## config.mk

```make
export PLATFORM = sky130hd
export DESIGN_NAME = cvr_victim_ctrl
export DESIGN_NICKNAME = d
export VERILOG_FILES = /design/src/rtl/cvr_pkg.sv /design/src/rtl/cvr_age_store.sv /design/src/rtl/cvr_victim_pick.sv /design/src/rtl/cvr_wb_buffer.sv /design/src/rtl/cvr_victim_ctrl.sv
export SDC_FILE = /design/constraint.sdc
export NUM_CORES = 1
export LEC_CHECK = 0
export BUFFER_PORTS_ARGS = -buffer_cell sky130_fd_sc_hd__buf_2
export CAP_MARGIN = 20
export CORE_AREA = 4 4 150 152
export CTS_BUF_LIST = sky130_fd_sc_hd__clkbuf_8
export DETAILED_ROUTE_END_ITERATION = 12
export DIE_AREA = 0 0 154 156
export GPL_TIMING_DRIVEN = 0
export SLEW_MARGIN = 15
export SYNTH_ARGS = -nofsm -noshare
export SYNTH_HDL_FRONTEND = slang
export SYNTH_SLANG_ARGS = --single-unit
```

## constraint.sdc

```tcl
create_clock -name clk -period 11.5 [get_ports clk]
set_clock_uncertainty 0.15 [all_clocks]
set_input_delay 2.3 -clock clk [delete_from_list [all_inputs] [get_ports clk]]
set_output_delay 2.3 -clock clk [all_outputs]
set_load 0.02 [all_outputs]
```

## src/rtl/cvr_pkg.sv

```systemverilog
// Shared types for the cache victim replacement controller.
// Assumes a single outstanding fill at a time.
package cvr_pkg;
    typedef enum logic {
        ST_IDLE = 1'b0,
        ST_FILL = 1'b1
    } cvr_state_e;
endpackage

```

## src/rtl/cvr_age_store.sv

```systemverilog
// Per-set recency ages: age 0 is the most recent way, WAYS-1 the least recent.
// Assumes WAYS is a power of two and at most one touch per cycle.
module cvr_age_store #(
    parameter int NUM_SETS = 16,
    parameter int WAYS     = 4,
    parameter int SET_W    = $clog2(NUM_SETS),
    parameter int WAY_W    = $clog2(WAYS),
    parameter int AGE_W    = WAY_W
) (
    input  logic                         clk,
    input  logic                         rst_n,
    input  logic [SET_W-1:0]             rd_set,
    output logic [WAYS-1:0][AGE_W-1:0]   rd_age,
    input  logic                         touch_en,
    input  logic [SET_W-1:0]             touch_set,
    input  logic [WAY_W-1:0]             touch_way
);
    logic [WAYS-1:0][AGE_W-1:0] age_q [NUM_SETS];
    logic [AGE_W-1:0]           touched_age;

    // Read port: ages of the set under lookup.
    assign rd_age      = age_q[rd_set];
    assign touched_age = age_q[touch_set][touch_way];

    // Age update: the touched way goes to zero, and the more recent ways age by one.
    always_ff @(posedge clk) begin
        if (!rst_n) begin
            for (int s = 0; s < NUM_SETS; s++) begin
                for (int w = 0; w < WAYS; w++) begin
                    age_q[s][w] <= AGE_W'(w);
                end
            end
        end else if (touch_en) begin
            for (int w = 0; w < WAYS; w++) begin
                if (WAY_W'(w) == touch_way) begin
                    age_q[touch_set][w] <= '0;
                end else if (age_q[touch_set][w] < touched_age) begin
                    age_q[touch_set][w] <= age_q[touch_set][w] + 1'b1;
                end
            end
        end
    end
endmodule

```

## src/rtl/cvr_victim_pick.sv

```systemverilog
// Combinational victim choice: the lowest-numbered invalid way, otherwise the oldest way.
// Assumes the ages of a set form a permutation of 0..WAYS-1.
module cvr_victim_pick #(
    parameter int WAYS  = 4,
    parameter int WAY_W = $clog2(WAYS),
    parameter int AGE_W = WAY_W
) (
    input  logic [WAYS-1:0][AGE_W-1:0] age,
    input  logic [WAYS-1:0]            way_valid,
    output logic [WAY_W-1:0]           victim_way
);
    localparam logic [AGE_W-1:0] OLDEST = AGE_W'(WAYS - 1);

    // Scan for an empty way first, then fall back to the oldest way.
    always_comb begin
        logic found;
        found      = 1'b0;
        victim_way = '0;
        for (int w = 0; w < WAYS; w++) begin
            if (!way_valid[w] && !found) begin
                victim_way = WAY_W'(w);
                found      = 1'b1;
            end
        end
        if (!found) begin
            for (int w = 0; w < WAYS; w++) begin
                if (age[w] == OLDEST) begin
                    victim_way = WAY_W'(w);
                end
            end
        end
    end
endmodule

```

## src/rtl/cvr_wb_buffer.sv

```systemverilog
// One-line write-back buffer that holds the set/way of a modified victim and
// requests its burst castout. Assumes load_en is never raised while occupied.
module cvr_wb_buffer #(
    parameter int SET_W = 4,
    parameter int WAY_W = 2
) (
    input  logic             clk,
    input  logic             rst_n,
    input  logic             load_en,
    input  logic [SET_W-1:0] load_set,
    input  logic [WAY_W-1:0] load_way,
    input  logic             no_fill,
    input  logic             mem_idle,
    input  logic             cast_ack,
    output logic             occupied,
    output logic             cast_req,
    output logic [SET_W-1:0] cast_set,
    output logic [WAY_W-1:0] cast_way
);
    // Buffer and request state: load, drain when memory is idle, clear on acceptance.
    always_ff @(posedge clk) begin
        if (!rst_n) begin
            occupied <= 1'b0;
            cast_req <= 1'b0;
            cast_set <= '0;
            cast_way <= '0;
        end else if (load_en) begin
            occupied <= 1'b1;
            cast_set <= load_set;
            cast_way <= load_way;
        end else if (cast_req && cast_ack) begin
            occupied <= 1'b0;
            cast_req <= 1'b0;
        end else if (occupied && !cast_req && no_fill && mem_idle) begin
            cast_req <= 1'b1;
        end
    end
endmodule

```

## src/rtl/cvr_victim_ctrl.sv

```systemverilog
// Top level: recency tracking, victim choice, fill sequencing and castout staging
// for a four-way cache. Assumes one fill at a time and tag compare done upstream.
module cvr_victim_ctrl #(
    parameter int NUM_SETS = 16,
    parameter int WAYS     = 4,
    parameter int SET_W    = $clog2(NUM_SETS),
    parameter int WAY_W    = $clog2(WAYS)
) (
    input  logic             clk,
    input  logic             rst_n,
    input  logic             acc_valid,
    input  logic [SET_W-1:0] acc_set,
    input  logic             acc_hit,
    input  logic [WAY_W-1:0] acc_hit_way,
    input  logic [WAYS-1:0]  acc_way_valid,
    input  logic [WAYS-1:0]  acc_way_dirty,
    output logic             acc_ready,
    output logic             fill_req,
    output logic [SET_W-1:0] fill_set,
    output logic [WAY_W-1:0] fill_way,
    input  logic             fill_done,
    input  logic             mem_idle,
    output logic             cast_req,
    output logic [SET_W-1:0] cast_set,
    output logic [WAY_W-1:0] cast_way,
    input  logic             cast_ack
);
    import cvr_pkg::*;

    localparam int AGE_W = WAY_W;

    cvr_state_e                 state_q;
    logic [WAYS-1:0][AGE_W-1:0] set_age;
    logic [WAY_W-1:0]           victim;
    logic                       victim_dirty;
    logic                       wb_busy;
    logic                       acc_fire;
    logic                       miss_fire;
    logic                       fill_fin;
    logic                       touch_en;
    logic [SET_W-1:0]           touch_set;
    logic [WAY_W-1:0]           touch_way;

    cvr_age_store #(
        .NUM_SETS(NUM_SETS), .WAYS(WAYS), .SET_W(SET_W), .WAY_W(WAY_W), .AGE_W(AGE_W)
    ) u_ages (
        .clk(clk), .rst_n(rst_n), .rd_set(acc_set), .rd_age(set_age),
        .touch_en(touch_en), .touch_set(touch_set), .touch_way(touch_way)
    );

    cvr_victim_pick #(
        .WAYS(WAYS), .WAY_W(WAY_W), .AGE_W(AGE_W)
    ) u_pick (
        .age(set_age), .way_valid(acc_way_valid), .victim_way(victim)
    );

    cvr_wb_buffer #(
        .SET_W(SET_W), .WAY_W(WAY_W)
    ) u_wb (
        .clk(clk), .rst_n(rst_n),
        .load_en(miss_fire && victim_dirty), .load_set(acc_set), .load_way(victim),
        .no_fill(state_q == ST_IDLE), .mem_idle(mem_idle), .cast_ack(cast_ack),
        .occupied(wb_busy), .cast_req(cast_req), .cast_set(cast_set), .cast_way(cast_way)
    );

    // Accept decode: stall during a fill, or for a dirty eviction while the buffer is full.
    always_comb begin
        victim_dirty = acc_way_valid[victim] && acc_way_dirty[victim];
        acc_ready    = (state_q == ST_IDLE) && !(acc_valid && !acc_hit && victim_dirty && wb_busy);
        acc_fire     = acc_valid && acc_ready;
        miss_fire    = acc_fire && !acc_hit;
        fill_fin     = (state_q == ST_FILL) && fill_done;
    end

    // Recency touch source: a completed fill, or an accepted hit.
    always_comb begin
        touch_en  = fill_fin || (acc_fire && acc_hit);
        touch_set = fill_fin ? fill_set : acc_set;
        touch_way = fill_fin ? fill_way : acc_hit_way;
    end

    // Fill sequencer: capture the miss target, wait for the fill data.
    always_ff @(posedge clk) begin
        if (!rst_n) begin
            state_q  <= ST_IDLE;
            fill_set <= '0;
            fill_way <= '0;
        end else if (state_q == ST_IDLE) begin
            if (miss_fire) begin
                state_q  <= ST_FILL;
                fill_set <= acc_set;
                fill_way <= victim;
            end
        end else if (fill_done) begin
            state_q <= ST_IDLE;
        end
    end

    assign fill_req = (state_q == ST_FILL);
endmodule

```

==> impl_metrics.tcl, run 1 <==
set metrics [dict create \
    numCtsBuffers 17 \
    cts-root-buf "clkbuf_8" \
    ios 36 \
    antenna_cells 0 \
    ys_seq_area_frac 0.4987 \
    grt_pass1_vias 7252 \
    cpMostUsedCell "buf_2" \
    nNetsFinal 934 \
    drv_cap 0 \
    clkTransAtPathRegs_ns 0.09 \
    filler_cell_count 2071 \
    ys.flop_type "edfxtp_1" \
    pwr-share-comb 0.226 \
    row_count 53 \
    gp_congestion 1.029 \
    power.leakage_nw 2.913 \
    clockBufferDepth 2 \
    rsz0062_at_grt "no" \
    required_ns 9.05 \
    critPathSlowestCell "or4b_1" \
    wl_met3_microns 4446 \
    stdcell_area_sq_mm 0.009178 \
    drive_gt1_frac 0.1649 \
    die_x_microns 154 \
    post-route-drc-count 0 \
    viasPerCell 6.434 \
    tns_ns 0 \
    die_height_microns 156 \
    slew_headroom 0.2150 \
    dpl-instance-area_sq_mm 0.008823 \
    min_period_over_period 0.6420 \
    postCtsSetupBuffers 0 \
    critPathMaxStageDelay_ns 0.44 \
    cp-end-kind "output pin" \
    hold_path_class "reg -> reg" \
    cpLargestDelayFamily "simple AND/OR/NAND/NOR gates" \
    worstPathCellList "buf_2 > buf_2 > nor2b_1 > o21ai_0 > a211oi_1 > or4b_4 > or4b_1 > o211a_1 > nor2_1 > a21oi_1 > buf_2" \
    drt-met1-wl_microns 12580 \
    highest_layer "met4" \
    ant_nets 0 \
    grt_antenna_before_repair 0 \
    grt_start_max_net_pins 17 \
    firstDrtPassIters 6 \
    startpoint_type "input pin" \
    area_growth_pct 10.45 \
    path_max_fanout 10 \
    timing_hold_violations_final 0 \
    dieArea_sq_mm 0.02402 \
    h-tree-depth 4 \
    cts_sinks 143 \
    fin_util 0.4366 \
    grt_pass1_wl_microns 47010 \
    cp_data_arrival_time_ns 4.93 \
    postSynthAreaPerCell_sq_um 9.707 \
    power_frac_seq 0.472 \
    yosys_warnings 0 \
    hold_slack_ns 0.3098 \
    instances_no_fill 1197 \
    finalWirelength_microns 32840 \
    io_buffers 34 \
    vdd_drop_max_mv 0.08815 \
    finalSetupViolations 0 \
    grt-ovfl-total 0 \
    synthArstFlopShare 0 \
    p_sw_frac 0.3343 \
    dp_hpwl_microns 24510 \
    wl_met2_microns 13870 \
    placed_cells 1165 \
    p_sw_mw 0.4184 \
    cts_tree "yes" \
    path_class "in -> out" \
    max_freq_mhz 135.4 \
    core_area_sq_mm 0.02102 \
    track_usage 0.2681 \
    cp_num_buf_inv 3 \
    synthesis.nets 881 \
    synth_edf_count 128 \
    intPower_mw 0.8332 \
    syn_area_sq_mm 0.008309 \
    drv_slew 0 \
    initial_utilization 0.3953 \
    cts-resized-gates 0 \
    postCtsHoldBufs 0 \
    wl_per_cell_microns 27.44 \
    syn_inst 856 \
    synth_seq_cells 143 \
    vias 7702 \
    clk_latency_ns 0.47 \
    tightest_slew_ns 1.145 \
    drtIter0Drc 1319 \
    power_frac_clock 0.302 \
    status "completed" \
    ys_types 83 \
    fin_crit_ns 7.383 \
    p_per_area_mw_per_mm2 136.4 \
]
registers in the layout (all words and copies together) (netlist names):
name,count
fill_way,2
u_wb.cast_set,4
u_ages.age_q,128
fill_req,1
fill_set,4
u_wb.occupied,1
u_wb.cast_req,1
u_wb.cast_way,2
kinds of logic (layout without fill, tap and decap cells):
group                      Yosys count  after routing  share of synthesized area
AOI/OAI and AO/OA                  220            220                     0.1795
DFF                                143            143                     0.4987
adders and majority gates            4              4                   0.006023
xor gates and xnor gates             4              4                   0.004216
buffers and inverters               66            132                    0.04517
muxes                               13             13                    0.01867
and+or+nand+nor                    406            406                     0.2477
synthesized netlist by cell type, types with 3 or more instances:
cell type  number  area, sq um
mux2_2          3        33.78
buf_6           8        90.09
nand3b_1       13        97.59
nand3_1        38        190.2
nand4_1        15        93.84
ha_1            4        50.05
dfxtp_1        15        300.3
o22ai_1        26        162.7
edfxtp_1      128         3844
buf_2          21        105.1
nand2_1       142        533.0
nor3_1         33        165.2
a211oi_1        4        30.03
o211ai_1        6        45.04
xnor2_1         4        35.03
o21ai_0        57        285.3
a31oi_1         8        50.05
clkbuf_1       18        67.56
nor2_1         80        300.3
a21boi_0        3        22.52
mux2i_1         7        70.07
nand2b_1        5        31.28
a21oi_1        22        110.1
a41oi_1         3        26.28
nor3_2         13        130.1
o21ai_2         4        35.03
o21a_1          4        30.03
nor2b_1         9        56.30
o21a_2          3        26.28
a22oi_1        41        307.8
buf_4           8        60.06
o21ai_1        13        65.06
inv_1           9        33.78
nor4_1          5        31.28
and3_1         21        131.4
and2_1          7        43.79
worst min-delay path, cell delays in order (launching register included):
cell and delay (ns):
dfxtp_1 0.32, nand2_1 0.05, o21ai_0 0.06
worst paths after layout:
check,from,to,slack (ns),cells past startpoint
max,acc_set[2],acc_ready,4.12,11
min,u_wb.cast_way[0],u_wb.cast_way[0],0.31,2
max reg2reg,fill_req,u_ages.age_q[2][6],5.95,16
min reg2reg,u_wb.cast_way[0],u_wb.cast_way[0],0.31,2
stage by stage:
step           power (mW)  setup slack [ns]
6_report            1.252             4.117
5_1_grt             1.287             4.052
4_1_cts             1.241             4.240
3_5_place_dp       0.8733             4.016
3_3_place_gp       0.8725             4.004
2_1_floorplan      0.7800             4.801
final cells by class:
type | instances | area (sq um) | area share
flip-flops and latches | 143 | 4144 | 0.4515
multi-input cells | 647 | 3790 | 0.4130
well taps | 275 | 344.1 | 0.03749
plain buffers | 57 | 341.6 | 0.03722
clock buffers | 17 | 234.0 | 0.02549
repair buffers | 34 | 170.2 | 0.01854
clock inverters | 15 | 120.1 | 0.01309
inverters | 9 | 33.78 | 0.003681
power groups by stage:
stage                     combinational, mW  sequential [mW]  clock (mW)
final                                 0.283            0.591       0.378
after global routing                  0.293            0.592       0.401
after CTS                             0.272            0.590       0.378
after detailed placement              0.271            0.602           0
after global placement                0.271            0.602           0
after floorplan                       0.179            0.601           0
per-layer routing:
metal / vias to the layer above / GRT usage
li1: 3334 / -
met1: 3640 / 0.3611
met2: 605 / 0.3973
met3: 123 / 0.07379
met4: 0 / 0.1358
met5: - / 0
layout by cell type (no fill, tap or decap), drive strengths merged, types with 8 or more instances in the layout:
master  count
a21oi      24
a22oi      41
a31oi       8
and2        8
and3       21
buf        73
clkbuf     35
clkinv      8
dfxtp      15
edfxtp    128
inv        13
mux2i       9
nand2     143
nand3      39
nand3b     13
nand4      15
nor2       81
nor2b       9
nor3       46
nor4        9
o21ai      74
o22ai      26
(Power assumes the default switching activity.)
==> run 2: changes to the inputs <==
Settings changed: ABC_AREA set to 1, CORE_AREA 4 4 150 152 to 4 4 153 155, DIE_AREA 0 0 154 156 to 0 0 157 159.
Clock period 11.5 ns to 6.37 ns, I/O delays scaled along.
==> run 2 against run 1 <==
  * Clock-buffer cell count did not move
  * Critical path type unchanged
  * Die area increased by 3.9%
  * First-iteration DRC count shrank 10%
  * Via count grew 6.5%
  * Wire length fell by 4.5%
  * Final area up 4.9%
  * Total power up 84%
  * Highest routed layer unchanged
==> impl_metrics.tcl, run 2 <==
set metrics [dict create \
    regMostFlops "u_ages.age_q" \
    rr_worst_depth 15 \
    grt_pass1_wl_microns 46470 \
    reg_top3 "u_ages.age_q (128), fill_set (4), u_wb.cast_set (4)" \
    p_total_mw 2.298 \
    yosys_warnings 0 \
    largest_reg_flops 128 \
    synthArstFlopShare 0 \
    clk_latency_ns 0.48 \
    hp-start "fill_way[0]" \
    drv_slew 0 \
    synthesis.nets 1119 \
    track_usage 0.2508 \
    row_count 54 \
    final_common_cell "nand2_1" \
    postSynthAreaPerCell_sq_um 7.942 \
    area_growth_pct 10.76 \
    clockBufferDepth 2 \
    worst_slack_ns 0.6875 \
    io_buffers 33 \
    die_height_microns 159 \
    cp_data_arrival_time_ns 4.26 \
    hold_path_class "reg -> reg" \
    rr_startpoint "fill_req" \
    cts-root-buf "clkbuf_8" \
    vdd_drop_max_mv 0.1281 \
    core_area_sq_mm 0.02182 \
    power.leakage_nw 3.643 \
    postCtsHoldBufs 0 \
    postCtsSetupBuffers 0 \
    drv_cap 0 \
    die_x_microns 157 \
    required_ns 4.95 \
    synth_edf_count 128 \
    min_path_cells 2 \
    rsz0062_at_grt "no" \
    layout_common_cells "306 x nand2_1, 209 x nor2_1, 128 x edfxtp_1, 120 x nand3_1" \
    crit_path_start "acc_set[0]" \
    r2r_slack_ns 1.76 \
    grt-ovfl-total 0 \
    netlist.area_leader.share 0.4424 \
    wl_per_cell_microns 21.79 \
    synth_most_common_cell "nand2_1" \
    startpoint_type "input pin" \
    syn_area_sq_mm 0.008688 \
    synth_seq_cells 143 \
    cts_sinks 143 \
    drive_gt1_frac 0.1605 \
    p_per_area_mw_per_mm2 238.8 \
    h-tree-depth 4 \
    gp_congestion 1.010 \
    max_freq_mhz 176.0 \
    min_period_over_period 0.8921 \
    yosysTopAreaCell "edfxtp_1" \
    stdcell_area_sq_mm 0.009623 \
    tns_ns 0 \
    ys_top_cells_by_area "edfxtp_1 44%, nand2_1 13%, nor2_1 9.0%" \
    dp_hpwl_microns 22670 \
    hold_slack_ns 0.3332 \
    holdPathEnd "fill_way[0]" \
    timing_hold_violations_final 0 \
    slew_headroom 0.3260 \
    ys.flop_type "edfxtp_1" \
    cp-end-kind "output pin" \
    post-place-ws_ns 0.6999 \
    clkTransAtPathRegs_ns 0.08 \
    ys_types 40 \
    viasPerCell 5.700 \
    vias 8202 \
    fin_crit_ns 5.682 \
    timing.rr.end "u_ages.age_q[7][0]" \
    initial_utilization 0.3981 \
    grt_antenna_before_repair 0 \
    antenna_cells 0 \
    cts-resized-gates 0 \
    ant_nets 0 \
    finalSetupViolations 0 \
    cts_tree "yes" \
    syn_inst 1094 \
    grt_start_max_net_pins 17 \
    synth_common_cells "306 x nand2_1, 209 x nor2_1, 128 x edfxtp_1, 120 x nand3_1, 56 x inv_1" \
    drtIter0Drc 1186 \
    nNetsFinal 1171 \
    path_max_fanout 10 \
    numCtsBuffers 17 \
    post-route-drc-count 0 \
    finalWirelength_microns 31350 \
    dpl-instance-area_sq_mm 0.009204 \
    dieArea_sq_mm 0.02496 \
    ios 36 \
    status "completed" \
    ys_seq_area_frac 0.4770 \
    firstDrtPassIters 7 \
    path_class "in -> out" \
    tightest_slew_ns 1.011 \
    grt_pass1_vias 7865 \
]
run 2: changes by cell type after synthesis, moves of 28 or more:
cell and change:
inv_1 +47, nor2_1 +129, nor3_1 -28, nand3_1 +82, o21ai_0 -40, nand2_1 +164
run 2: worst max-delay path by stage:
stage          depth (start not counted)            endpoint
2_1_floorplan                         20  u_ages.age_q[3][2]
3_3_place_gp                          15  u_ages.age_q[7][0]
3_5_place_dp                          15  u_ages.age_q[7][0]
4_1_cts                               17           acc_ready
5_1_grt                               17           acc_ready
6_report                              17           acc_ready
run 2: power by group:
part | internal, mW | switching, mW | total [mW] | leakage (nW)
Clock | 0.392 | 0.402 | 0.794 | 0.196
Combinational | 0.119 | 0.326 | 0.446 | 2.20
Sequential | 1.04 | 0.0150 | 1.06 | 1.25
run 2: cell type report:
class,count,area [sq um]
fill,2209,12200
sequential,143,4144
multi-input combinational,823,3889
buffer,58,385.4
tap,280,350.3
inverter,70,270.3
clock buffer,17,234.0
clock inverter,15,185.2
timing repair buffer,33,165.2
run 2: worst max-delay path, stage by stage:
cell and delay (ns):
buf_2 0.20, buf_1 0.78, o21ai_0 0.50, nand2_1 0.18, nand3_1 0.09, nand2_1 0.12
nand2_1 0.07, nand2_1 0.08, nand2_2 0.08, nand2_1 0.11, nand2_1 0.06, nand3_1 0.10
nand2_1 0.07, nand3_2 0.09, nand2_1 0.05, inv_1 0.18, buf_2 0.21
run 2: cells by family (layout without fill, tap and decap cells):
family,Yosys count,after routing,synth area share
AO/OA/AOI/OAI,115,115,0.08439
XOR/XNOR,4,4,0.004032
AND/OR/NAND/NOR,700,700,0.3534
buffers and inverters,128,193,0.07546
flip-flops,143,143,0.4770
adder cells (fa/ha/maj),4,4,0.005761
run 2: metal layers:
layer / vias to the layer above / track usage / share of wire
li1: 3749 / - / -
met1: 3889 / 0.3299 / 0.39
met2: 478 / 0.3899 / 0.45
met3: 86 / 0.06306 / 0.11
met4: 0 / 0.1120 / 0.044
met5: - / 0 / 0
run 2: metrics by stage:
step           utilization  cells
5_1_grt             0.4409   1439
3_5_place_dp        0.4217   1407
2_1_floorplan            -   1094
3_3_place_gp        0.4217   1407
4_1_cts             0.4409   1439
6_report            0.4409   1439
==> run 3: changes to the inputs <==
Settings changed: CORE_AREA 4 4 153 155 to 4 4 152 154, DIE_AREA 0 0 157 159 to 0 0 156 158, SETUP_SLACK_MARGIN set to 0.5, SYNTH_HIERARCHICAL set to 1.
==> run 3 against run 2 <==
  * Die area down 1.3%
  * Cell count down 2.2%
  * Sequential power about the same
  * First-iteration DRC count down 8.0%
  * Largest power group unchanged
  * Critical path type unchanged
  * Clock power down 3.0%
  * Via count down 1.9%
  * Global-route usage up 0.54 points
  * Clock-buffer cell count unchanged
==> impl_metrics.tcl, run 3 <==
set metrics [dict create \
    largest_reg_flops 128 \
    firstDrtPassIters 7 \
    tightest_slew_ns 1.169 \
    fin_crit_ns 5.620 \
    startpoint_type "input pin" \
    regMostFlops "u_ages/age_q" \
    ios 36 \
    grt_antenna_before_repair 0 \
    grt_start_max_net_pins 17 \
    required_ns 4.95 \
    worstPathCellList "buf_2 > clkbuf_1 > inv_1 > clkbuf_1 > clkbuf_1 > nor2_1 > o221ai_1 > nand3_1 > nand2_1 > nand2_1 > and2_1 > a21oi_1 > inv_1 > nand3_2 > nand3_2 > nand2_1 > inv_1 > buf_2" \
    wl_per_cell_microns 22.22 \
    layout_common_cells "377 x nand2_1, 161 x nor2_1, 128 x edfxtp_1, 76 x nand3_1, 64 x o21ai_0" \
    initial_utilization 0.3867 \
    grt_pass1_wl_microns 46380 \
    hold_path_class "reg -> reg" \
    grt-ovfl-total 0 \
    path_max_fanout 8 \
    cp-end-kind "output pin" \
    clockBufferDepth 2 \
    drv_slew 0 \
    tns_ns 0 \
    drtIter0Drc 1091 \
    p_per_area_mw_per_mm2 238.4 \
    drv_cap 0 \
    finalSetupViolations 0 \
    die_height_microns 158 \
    path_class "in -> out" \
    grt_pass1_vias 7551 \
    fin_util 0.4324 \
    io_buffers 35 \
    gp_congestion 1.023 \
    antenna_cells 0 \
    viasPerCell 5.714 \
    max_freq_mhz 177.9 \
    hold_slack_ns 0.3399 \
    vdd_drop_max_mv 0.1190 \
    cp_data_arrival_time_ns 4.20 \
    post-place-ws_ns 0.2227 \
    power.leakage_nw 3.616 \
    h-tree-depth 4 \
    track_usage 0.2562 \
    final_common_cell "nand2_1" \
    area_growth_pct 11.82 \
    drive_gt1_frac 0.1259 \
    critPathMaxStageDelay_ns 0.46 \
    ant_nets 0 \
    slew_headroom 0.2178 \
    post-route-drc-count 0 \
    cts_sinks 143 \
    syn_inst 1059 \
    row_count 54 \
    timing_hold_violations_final 0 \
    synthesis.nets 1084 \
    cts-root-buf "clkbuf_8" \
    nNetsFinal 1141 \
    worst_slack_ns 0.7499 \
    rsz0062_at_grt "no" \
    cts_tree "yes" \
    postSynthAreaPerCell_sq_um 7.920 \
    min_period_over_period 0.8823 \
    critPathSlowestCell "clkbuf_1" \
    clkTransAtPathRegs_ns 0.08 \
    dieArea_sq_mm 0.02465 \
    reg_top3 "u_ages/age_q (128), fill_set (4), u_wb/cast_set (4)" \
    numCtsBuffers 17 \
    p_total_mw 2.236 \
    die_x_microns 156 \
    status "completed" \
    syn_area_sq_mm 0.008387 \
    dp_hpwl_microns 22320 \
    finalWirelength_microns 31290 \
    core_area_sq_mm 0.02169 \
    vias 8045 \
    yosys_warnings 6 \
    clk_latency_ns 0.45 \
    postCtsSetupBuffers 0 \
]
[run 3: final timing paths]
kind	start	endpoint	slack (ns)	cells after the start
max	acc_set[0]	acc_ready	0.75	18
min	u_wb/cast_req	u_wb/cast_req	0.34	2
max reg2reg	fill_req	u_ages/age_q[3][3]	1.39	20
min reg2reg	u_wb/cast_req	u_wb/cast_req	0.34	2
[run 3: worst max-delay path, delay by kind of cell]
kind,cells,cell delay (ns)
buffers and inverters,8,1.53
AND/OR/NAND/NOR,8,0.82
AO/OA/AOI/OAI,2,0.57
[run 3: area by class of cell]
type / count / area [sq um]
buffer: 66 / 374.1
clock buffer: 17 / 234.0
clock inverter: 14 / 177.7
fill: 2158 / 12310
inverter: 54 / 202.7
multi-input combinational: 796 / 3686
sequential: 143 / 4144
tap: 280 / 350.3
timing repair buffer: 38 / 209.0
[run 3: stage by stage]
step,instance area (sq um),instances
2_1_floorplan,8387,1059
5_1_grt,9378,1408
3_5_place_dp,8924,1375
6_report,9378,1408
3_3_place_gp,8912,1374
4_1_cts,9335,1406
[run 3: where the power goes]
| group | switching, mW | internal [mW] |
|---|---|---|
| logic | 0.293 | 0.112 |
| clock network | 0.352 | 0.418 |
| registers | 0.0162 | 1.04 |
| total | 0.661 | 1.58 |
[run 3: metal layers]
layer | share of wire | GRT usage | vias up
met4 | 0.042 | 0.1226 | 0
met5 | 0 | 0 | -
met1 | 0.40 | 0.3447 | 3788
met2 | 0.44 | 0.3915 | 516
met3 | 0.11 | 0.05960 | 85
li1 | - | - | 3656
[run 3: repair_timing]
item	4_1_cts	5_1_grt
resized for setup	0	8
hold buffers	0	0
setup endpoints to repair	0	101
